## config.mk

```make
export PLATFORM = sky130hd
export DESIGN_NAME = cmdq_scan
export DESIGN_NICKNAME = d
export VERILOG_FILES = /design/src/rtl/cfq_pkg.sv /design/src/rtl/cfq_store.sv /design/src/rtl/cfq_ctl.sv /design/src/rtl/cfq_gate.sv /design/src/rtl/cmdq_scan.sv
export SDC_FILE = /design/constraint.sdc
export NUM_CORES = 1
export LEC_CHECK = 0
export BUFFER_PORTS_ARGS = -buffer_cell sky130_fd_sc_hd__buf_2
export CAP_MARGIN = 0
export CORE_ASPECT_RATIO = 0.9
export CORE_MARGIN = 3
export CORE_UTILIZATION = 50
export DETAILED_ROUTE_END_ITERATION = 10
export PLACE_DENSITY_LB_ADDON = 0.08
export SLEW_MARGIN = 25
export SYNTH_ARGS = -nofsm -noshare
export SYNTH_HDL_FRONTEND = slang
export SYNTH_SLANG_ARGS = --single-unit
```

## constraint.sdc

```tcl
create_clock -name clk -period 6.2 [get_ports clk]
set_input_delay 1.24 -clock clk [delete_from_list [all_inputs] [get_ports clk]]
set_output_delay 1.24 -clock clk [all_outputs]
set_load 0.1 [all_outputs]
```

## src/rtl/cfq_pkg.sv

```systemverilog
package cfq_pkg;

    localparam int CTL_W   = 16;
    // Bit numbers in the control word count from the MSB.
    localparam int ARM_BIT = CTL_W - 1 - 5;
    localparam int INV_BIT = CTL_W - 1 - 6;
    localparam int MODE_HI = CTL_W - 1 - 8;
    localparam int MODE_LO = CTL_W - 1 - 11;
    localparam int MODE_W  = MODE_HI - MODE_LO + 1;

    typedef enum logic [MODE_W-1:0] {
        MODE_OFF   = 4'b0000,
        MODE_SW_SS = 4'b0001,
        MODE_LO_SS = 4'b0010,
        MODE_HI_SS = 4'b0011,
        MODE_SW_CS = 4'b1001,
        MODE_LO_CS = 4'b1010,
        MODE_HI_CS = 4'b1011
    } qmode_e;

    typedef struct packed {
        logic              arm;
        logic              inval;
        logic [MODE_W-1:0] mode;
    } ctl_req_t;

    function automatic ctl_req_t decode_ctl(input logic [CTL_W-1:0] w);
        ctl_req_t r;
        r.arm   = w[ARM_BIT];
        r.inval = w[INV_BIT];
        r.mode  = w[MODE_HI:MODE_LO];
        return r;
    endfunction

    function automatic logic [CTL_W-1:0] encode_ctl(input logic [MODE_W-1:0] m);
        logic [CTL_W-1:0] w;
        w = '0;
        w[MODE_HI:MODE_LO] = m;
        return w;
    endfunction

    // Single-scan codes have the top mode bit clear and a nonzero source.
    function automatic logic mode_single(input logic [MODE_W-1:0] m);
        return (m[3:2] == 2'b00) && (m[1:0] != 2'b00);
    endfunction

    // Continuous codes set the top mode bit with the same source field.
    function automatic logic mode_cont(input logic [MODE_W-1:0] m);
        return (m[3:2] == 2'b10) && (m[1:0] != 2'b00);
    endfunction

    function automatic logic mode_known(input logic [MODE_W-1:0] m);
        return (m == MODE_OFF) || mode_single(m) || mode_cont(m);
    endfunction

    // Trigger source in the low two mode bits.
    function automatic logic level_pass(input logic [MODE_W-1:0] m, input logic t);
        logic p;
        case (m[1:0])
            2'b01:   p = 1'b1;
            2'b10:   p = ~t;
            2'b11:   p = t;
            default: p = 1'b0;
        endcase
        return p;
    endfunction

endpackage

```

## src/rtl/cfq_store.sv

```systemverilog
module cfq_store #(
    parameter  int DEPTH = 4,
    parameter  int DW    = 32,
    localparam int PTR_W = (DEPTH > 1) ? $clog2(DEPTH) : 1,
    localparam int CNT_W = $clog2(DEPTH + 1)
) (
    input  logic             clk,
    input  logic             rst,
    input  logic             push,
    input  logic [DW-1:0]    push_data,
    input  logic             pop,
    input  logic             flush,
    output logic [DW-1:0]    head,
    output logic [CNT_W-1:0] count,
    output logic             full,
    output logic             ovf,
    output logic             push_acc
);

    logic [DW-1:0]    slots [DEPTH];
    logic [PTR_W-1:0] wr_ptr;
    logic [PTR_W-1:0] rd_ptr;
    logic             pop_acc;

    function automatic logic [PTR_W-1:0] step_ptr(input logic [PTR_W-1:0] p);
        return (p == PTR_W'(DEPTH - 1)) ? '0 : p + PTR_W'(1);
    endfunction

    assign full     = (count == CNT_W'(DEPTH));
    assign push_acc = push && !full && !flush;
    assign pop_acc  = pop && !flush;
    assign head     = slots[rd_ptr];

    always_ff @(posedge clk) begin
        if (push_acc) slots[wr_ptr] <= push_data;
    end

    always_ff @(posedge clk) begin
        if (rst) begin
            wr_ptr <= '0;
            rd_ptr <= '0;
            count  <= '0;
            ovf    <= 1'b0;
        end else if (flush) begin
            wr_ptr <= '0;
            rd_ptr <= '0;
            count  <= '0;
        end else begin
            if (push_acc) wr_ptr <= step_ptr(wr_ptr);
            if (pop_acc)  rd_ptr <= step_ptr(rd_ptr);
            case ({push_acc, pop_acc})
                2'b10:   count <= count + CNT_W'(1);
                2'b01:   count <= count - CNT_W'(1);
                default: count <= count;
            endcase
            if (push && full) ovf <= 1'b1;
        end
    end

    // a push against a full queue raises overflow
    a_r6_full_raises_ovf: assert property (@(posedge clk) disable iff (rst)
        (push && full && !flush) |=> ovf);

    // a dropped push does not change occupancy
    a_r6_full_push_dropped: assert property (@(posedge clk) disable iff (rst)
        (push && full && !flush && !pop) |=> (count == $past(count)));

    // an accepted invalidate leaves the queue empty
    a_r5_flush_empties: assert property (@(posedge clk) disable iff (rst)
        flush |=> (count == '0));

    // the transfer side never pops an empty queue
    a_r7_no_empty_pop: assert property (@(posedge clk) disable iff (rst)
        pop |-> (count != '0));

endmodule

```

## src/rtl/cfq_ctl.sv

```systemverilog
module cfq_ctl
    import cfq_pkg::*;
(
    input  logic             clk,
    input  logic             rst,
    input  logic             wr_en,
    input  logic [CTL_W-1:0] wr_word,
    input  logic             busy,
    input  logic             scan_done,
    output qmode_e           mode,
    output logic             armed,
    output logic             flush,
    output logic             err
);

    ctl_req_t req;
    logic     mode_chg;
    logic     mode_ok;
    logic     inval_ok;
    logic     arm_ok;
    logic     go_off;

    assign req = decode_ctl(wr_word);

    always_comb begin
        mode_chg = wr_en && (req.mode != mode);
        if (mode == MODE_OFF) mode_ok = mode_known(req.mode);
        else                  mode_ok = (req.mode == MODE_OFF);
        inval_ok = (mode == MODE_OFF) && !busy;
        arm_ok   = wr_en && req.arm && mode_single(mode) && !armed;
        go_off   = mode_chg && mode_ok && (req.mode == MODE_OFF);
    end

    assign flush = wr_en && req.inval && inval_ok;

    always_ff @(posedge clk) begin
        if (rst) begin
            mode  <= MODE_OFF;
            armed <= 1'b0;
            err   <= 1'b0;
        end else begin
            if (mode_chg && mode_ok) mode <= qmode_e'(req.mode);
            if ((mode_chg && !mode_ok) || (wr_en && req.inval && !inval_ok))
                err <= 1'b1;
            if (go_off)         armed <= 1'b0;
            else if (arm_ok)    armed <= 1'b1;
            else if (scan_done) armed <= 1'b0;
        end
    end

    // a running mode may only move to off
    a_r3_exit_only_to_off: assert property (@(posedge clk) disable iff (rst)
        (($past(mode) != MODE_OFF) && (mode != $past(mode))) |-> (mode == MODE_OFF));

    // an unknown code written while off is refused and flagged
    a_r3_unknown_code: assert property (@(posedge clk) disable iff (rst)
        (wr_en && (mode == MODE_OFF) && !mode_known(req.mode)) |=> ((mode == MODE_OFF) && err));

    // the arm flag can only rise in a single-scan mode
    a_r4_arm_in_single: assert property (@(posedge clk) disable iff (rst)
        $rose(armed) |-> mode_single(mode));

    // invalidate while running is refused and flagged
    a_r5_live_inval_flagged: assert property (@(posedge clk) disable iff (rst)
        (wr_en && req.inval && (mode != MODE_OFF)) |=> err);

    // with the mode off the arm flag is clear
    a_r11_off_unarmed: assert property (@(posedge clk) disable iff (rst)
        (mode == MODE_OFF) |-> !armed);

endmodule

```

## src/rtl/cfq_gate.sv

```systemverilog
module cfq_gate
    import cfq_pkg::*;
(
    input  qmode_e mode,
    input  logic   armed,
    input  logic   trig,
    input  logic   has_data,
    output logic   xfer_en,
    output logic   busy
);

    logic lvl_ok;
    logic scan_ok;

    always_comb begin
        lvl_ok  = level_pass(mode, trig);
        scan_ok = mode_cont(mode) || (mode_single(mode) && armed);
        xfer_en = lvl_ok && scan_ok && has_data;
        busy    = (mode != MODE_OFF) && (armed || xfer_en);
    end

endmodule

```

## src/rtl/cmdq_scan.sv

```systemverilog
module cmdq_scan
    import cfq_pkg::*;
#(
    parameter  int DATA_W = 32,
    parameter  int DEPTH  = 4,
    localparam int CNT_W  = $clog2(DEPTH + 1)
) (
    input  logic              clk,
    input  logic              rst,
    input  logic              ctl_we,
    input  logic [15:0]       ctl_wdata,
    output logic [15:0]       ctl_rdata,
    input  logic              push_valid,
    input  logic [DATA_W-1:0] push_data,
    output logic              push_full,
    input  logic              trig,
    output logic              xfer_valid,
    output logic [DATA_W-1:0] xfer_data,
    input  logic              xfer_ready,
    output logic [CNT_W-1:0]  level,
    output logic              scan_armed,
    output logic              busy,
    output logic              err_sticky,
    output logic              ovf_sticky
);

    qmode_e mode;
    logic   armed;
    logic   flush;
    logic   fire;
    logic   push_acc;
    logic   scan_done;

    assign fire      = xfer_valid && xfer_ready;
    assign scan_done = fire && mode_single(mode) && (level == CNT_W'(1)) && !push_acc;

    cfq_ctl u_ctl (
        .clk       (clk),
        .rst       (rst),
        .wr_en     (ctl_we),
        .wr_word   (ctl_wdata),
        .busy      (busy),
        .scan_done (scan_done),
        .mode      (mode),
        .armed     (armed),
        .flush     (flush),
        .err       (err_sticky)
    );

    cfq_store #(.DEPTH(DEPTH), .DW(DATA_W)) u_store (
        .clk       (clk),
        .rst       (rst),
        .push      (push_valid),
        .push_data (push_data),
        .pop       (fire),
        .flush     (flush),
        .head      (xfer_data),
        .count     (level),
        .full      (push_full),
        .ovf       (ovf_sticky),
        .push_acc  (push_acc)
    );

    cfq_gate u_gate (
        .mode     (mode),
        .armed    (armed),
        .trig     (trig),
        .has_data (level != '0),
        .xfer_en  (xfer_valid),
        .busy     (busy)
    );

    assign ctl_rdata  = encode_ctl(mode);
    assign scan_armed = armed;

    // low-level gating never offers while trig is high
    a_r8_low_gate: assert property (@(posedge clk) disable iff (rst)
        (xfer_valid && ((mode == MODE_LO_SS) || (mode == MODE_LO_CS))) |-> !trig);

    // high-level gating never offers while trig is low
    a_r8_high_gate: assert property (@(posedge clk) disable iff (rst)
        (xfer_valid && ((mode == MODE_HI_SS) || (mode == MODE_HI_CS))) |-> trig);

    // single-scan offers need the arm flag
    a_r7_single_needs_arm: assert property (@(posedge clk) disable iff (rst)
        (xfer_valid && mode_single(mode)) |-> scan_armed);

    // the transfer that empties the queue ends the scan
    a_r7_scan_ends: assert property (@(posedge clk) disable iff (rst)
        scan_done |=> !scan_armed);

    // continuous modes never hold the arm flag
    a_r9_cont_unarmed: assert property (@(posedge clk) disable iff (rst)
        mode_cont(mode) |-> !scan_armed);

    // off means idle
    a_r10_off_idle: assert property (@(posedge clk) disable iff (rst)
        (mode == MODE_OFF) |-> !busy);

endmodule

```

==> metrics.csv <==
metric,value,unit
post-CTS setup buffers,0,
power share of the sequential group,47.1,%
CTS Hold Bufs,0,
CP Cell Sequence,inv_1 > ha_1 > nor2b_1 > or4_1 > nor2_1 > o21a_1 > buf_2,
fill count,814,
ys flop type,edfxtp_1,
core area,10900,µm²
Die Y-Extent,107,µm
fin crit period,3.64,ns
clk sinks,144,
Pre-antenna DRT Iters,4,
CTS H-tree lvls,4,
Logic pwr share,12.2,%
Peak supply drop,0.193,mV
Psw,0.615,mW
first-pass GRT wire length,16.1,mm
IO Count,111,
Post-synth top cells,"edfxtp_1, mux4_2, dfxtp_1",
CTS tree,built,
Relative slew margins,39.1,%
routability cong.,0.705,
Pint,1.73,mW
Leak,2.40,nW
Via-to-Cell Ratio,5.12,
drt wl/cell,17.7,µm
Slowest cell on crit path,or4_1,
PwrDens,347,nW/µm²
die area,12600,µm²
reg-to-reg endpoint,u_store.count[2],
PnR Total Power,2.35,mW
worst r2r path cells,10,
Post-synth ARST share,0,%
routed via count,2813,
Num CTS Buffers,17,
largest net degree at the start of global routing,33,
post-synth top area cell,edfxtp_1,
Setup TNS Final,0,ns
row count,36,
Critical Path Max Stage Delay,0.46,ns
Synth area leaders,"edfxtp_1, mux4_2, dfxtp_1, ha_1, buf_4",
Syn-to-layout area delta,19.7,%
Synth top area share,68.0,%
initial antenna violation count,0,
clock share of power,40.7,%
DR iter-0 viols,218,
CP endpoint kind,output pin,
# resized after CTS,0,
Final Cell Area,6770,µm²
internal reg-to-reg setup slack,3.77,ns
"Cell Area, Synth",5650,µm²
clk buf depth,2,
FMAX,274,MHz
CP arrival,2.40,ns
Syn Inst Count,286,
drc violations,0,
"EDFF count, synth",128,
crit path kind,reg -> out,
"critical path fanouts, max",5,
count of final setup violators,0,
Reg area,4170,µm²
Critical Path Stages,7,
DRT antenna net count,0,
Hold Path Sink,u_store.ovf,
worst path required time,4.96,ns
synthesized flop and latch total,144,
startpoint type of the worst setup path,flip-flop,
total track usage,16.9,%
Worst path top cell family by delay,simple AND/OR/NAND/NOR gates,
antenna cells,0,
synth warn,0,
worst min-delay path class,reg -> reg,
max_cap viols,0,
final hold vios,0,
"Avg Cell Area, Syn",19.8,µm²
vias in the first global route,3025,
Worst-Skew Late Latency,0.41,ns
Sw Ratio,26.2,%
Slew @ Worst Pin,0.913,ns
placed cell area,6210,µm²
total grt overflow,0,
footprint of the multi-input gates,1390,µm²
Detail Placement HPWL,5.79,mm
Final #Nets,448,
library cells used by synthesis,42,
HP Start,u_store.ovf,
"Slew Viols, Final",0,
fin crit share,58.8,%
sequential area share after synthesis,73.6,%
Setup Skew,0.00460,ns
post-layout util,61.8,%
Initial Util,51.7,%
RSZ-0062 raised after global routing,false,
Hold Worst Slack,0.482,ns
port bufs,88,
clock transition at the registers of the reported paths,0.06,ns
Post-Route WL,9.74,mm
hold path depth,2,
status,completed,
root buf cell,clkbuf_16,
Reg2Reg Launch Point,u_store.count[0],
die width,118,µm
Buffers & Inverters on Critical Path,2,
share of cells above drive strength 1,39.8,%
most common cell in the netlist,edfxtp_1,
[cells in the final DEF, fill, tap and decap left out, types with 2 or more instances in the layout]
master | synthesis | final
clkinvlp_4 | 0 | 3
dfxtp_2 | 0 | 2
buf_2 | 3 | 88
clkinv_2 | 0 | 3
xnor2_1 | 2 | 2
nor3b_1 | 2 | 2
nor2b_1 | 2 | 2
a31oi_1 | 2 | 2
ha_1 | 10 | 10
bufinv_16 | 0 | 2
a21oi_1 | 2 | 2
mux2i_1 | 5 | 5
and2_2 | 0 | 4
inv_1 | 5 | 5
clkinv_1 | 0 | 4
a211oi_1 | 2 | 2
edfxtp_1 | 128 | 128
xor2_1 | 6 | 6
nand2_1 | 4 | 4
nor2_1 | 11 | 11
clkbuf_1 | 4 | 2
o21a_1 | 3 | 3
nand2b_1 | 7 | 7
dfxtp_1 | 16 | 14
mux4_2 | 32 | 32
or4_1 | 4 | 4
conb_1 | 1 | 12
clkbuf_16 | 0 | 17
[how the worst max path moves through the flow]
stage                startpoint   end  slack, ns
2_1_floorplan  u_store.count[1]  busy       0.79
3_3_place_gp               trig  busy       2.61
3_5_place_dp               trig  busy       2.61
4_1_cts        u_store.count[0]  busy       2.50
5_1_grt        u_store.count[0]  busy       2.37
6_report       u_store.count[0]  busy       2.56
[logic make-up after synthesis]
group | after synthesis | share of synthesized area, %
DFF | 144 | 73.6
and+or+nand+nor | 45 | 4.78
muxes | 37 | 13.6
buffers and inverters | 27 | 2.68
AOI/OAI and AO/OA | 14 | 1.75
adders and majority gates | 10 | 2.21
xor gates and xnor gates | 8 | 1.24
other | 1 | 0.0663
[flip-flops by register name, indices dropped and copies added, names as in the netlist, named ones only]
name            flops
u_ctl.armed         1
u_ctl.err           1
u_ctl.mode          4
u_store.count       3
u_store.ovf         1
u_store.rd_ptr      2
u_store.slots     128
u_store.wr_ptr      2
[power groups by stage]
stage	clock, mW	combinational [mW]	sequential, mW
6_report	0.955	0.286	1.11
5_1_grt	1.02	0.301	1.11
3_3_place_gp	0	0.287	1.12
4_1_cts	0.976	0.289	1.11
3_5_place_dp	0	0.289	1.13
2_1_floorplan	0	0.213	1.15
[metal layers]
metal  up-vias  wire length (µm)  part of all wire, %  GRT usage [%]
li1       1308                 -                    -              -
met1      1424              4320                   44           22.7
met2        69              4900                   50           26.7
met3        12               398                  4.1           4.69
met4         0               127                  1.3           6.28
met5         -                 0                    0              0
[through the flow]
step                setup WS, ns  std cells
finish                      2.56        549
global route                2.37        549
CTS                         2.50        549
detailed placement          2.61        517
global placement            2.61        517
floorplan                  0.791        297
[worst min-delay path, delay by kind of cell (launching register included)]
kind / cells / cell delay, ns
flip-flops: 1 / 0.33
AND/OR/NAND/NOR: 1 / 0.07
AO/OA/AOI/OAI: 1 / 0.04
[area by class of cell]
| cell class | instances | area share [%] |
|---|---|---|
| Multi-Input combinational cell | 126 | 20.5 |
| Clock buffer | 19 | 6.40 |
| Timing Repair Buffer | 89 | 6.62 |
| Inverter | 6 | 0.333 |
| Tap cell | 152 | 2.81 |
| Clock inverter | 13 | 1.79 |
| Sequential cell | 144 | 61.6 |
(Power assumes the default switching activity.)
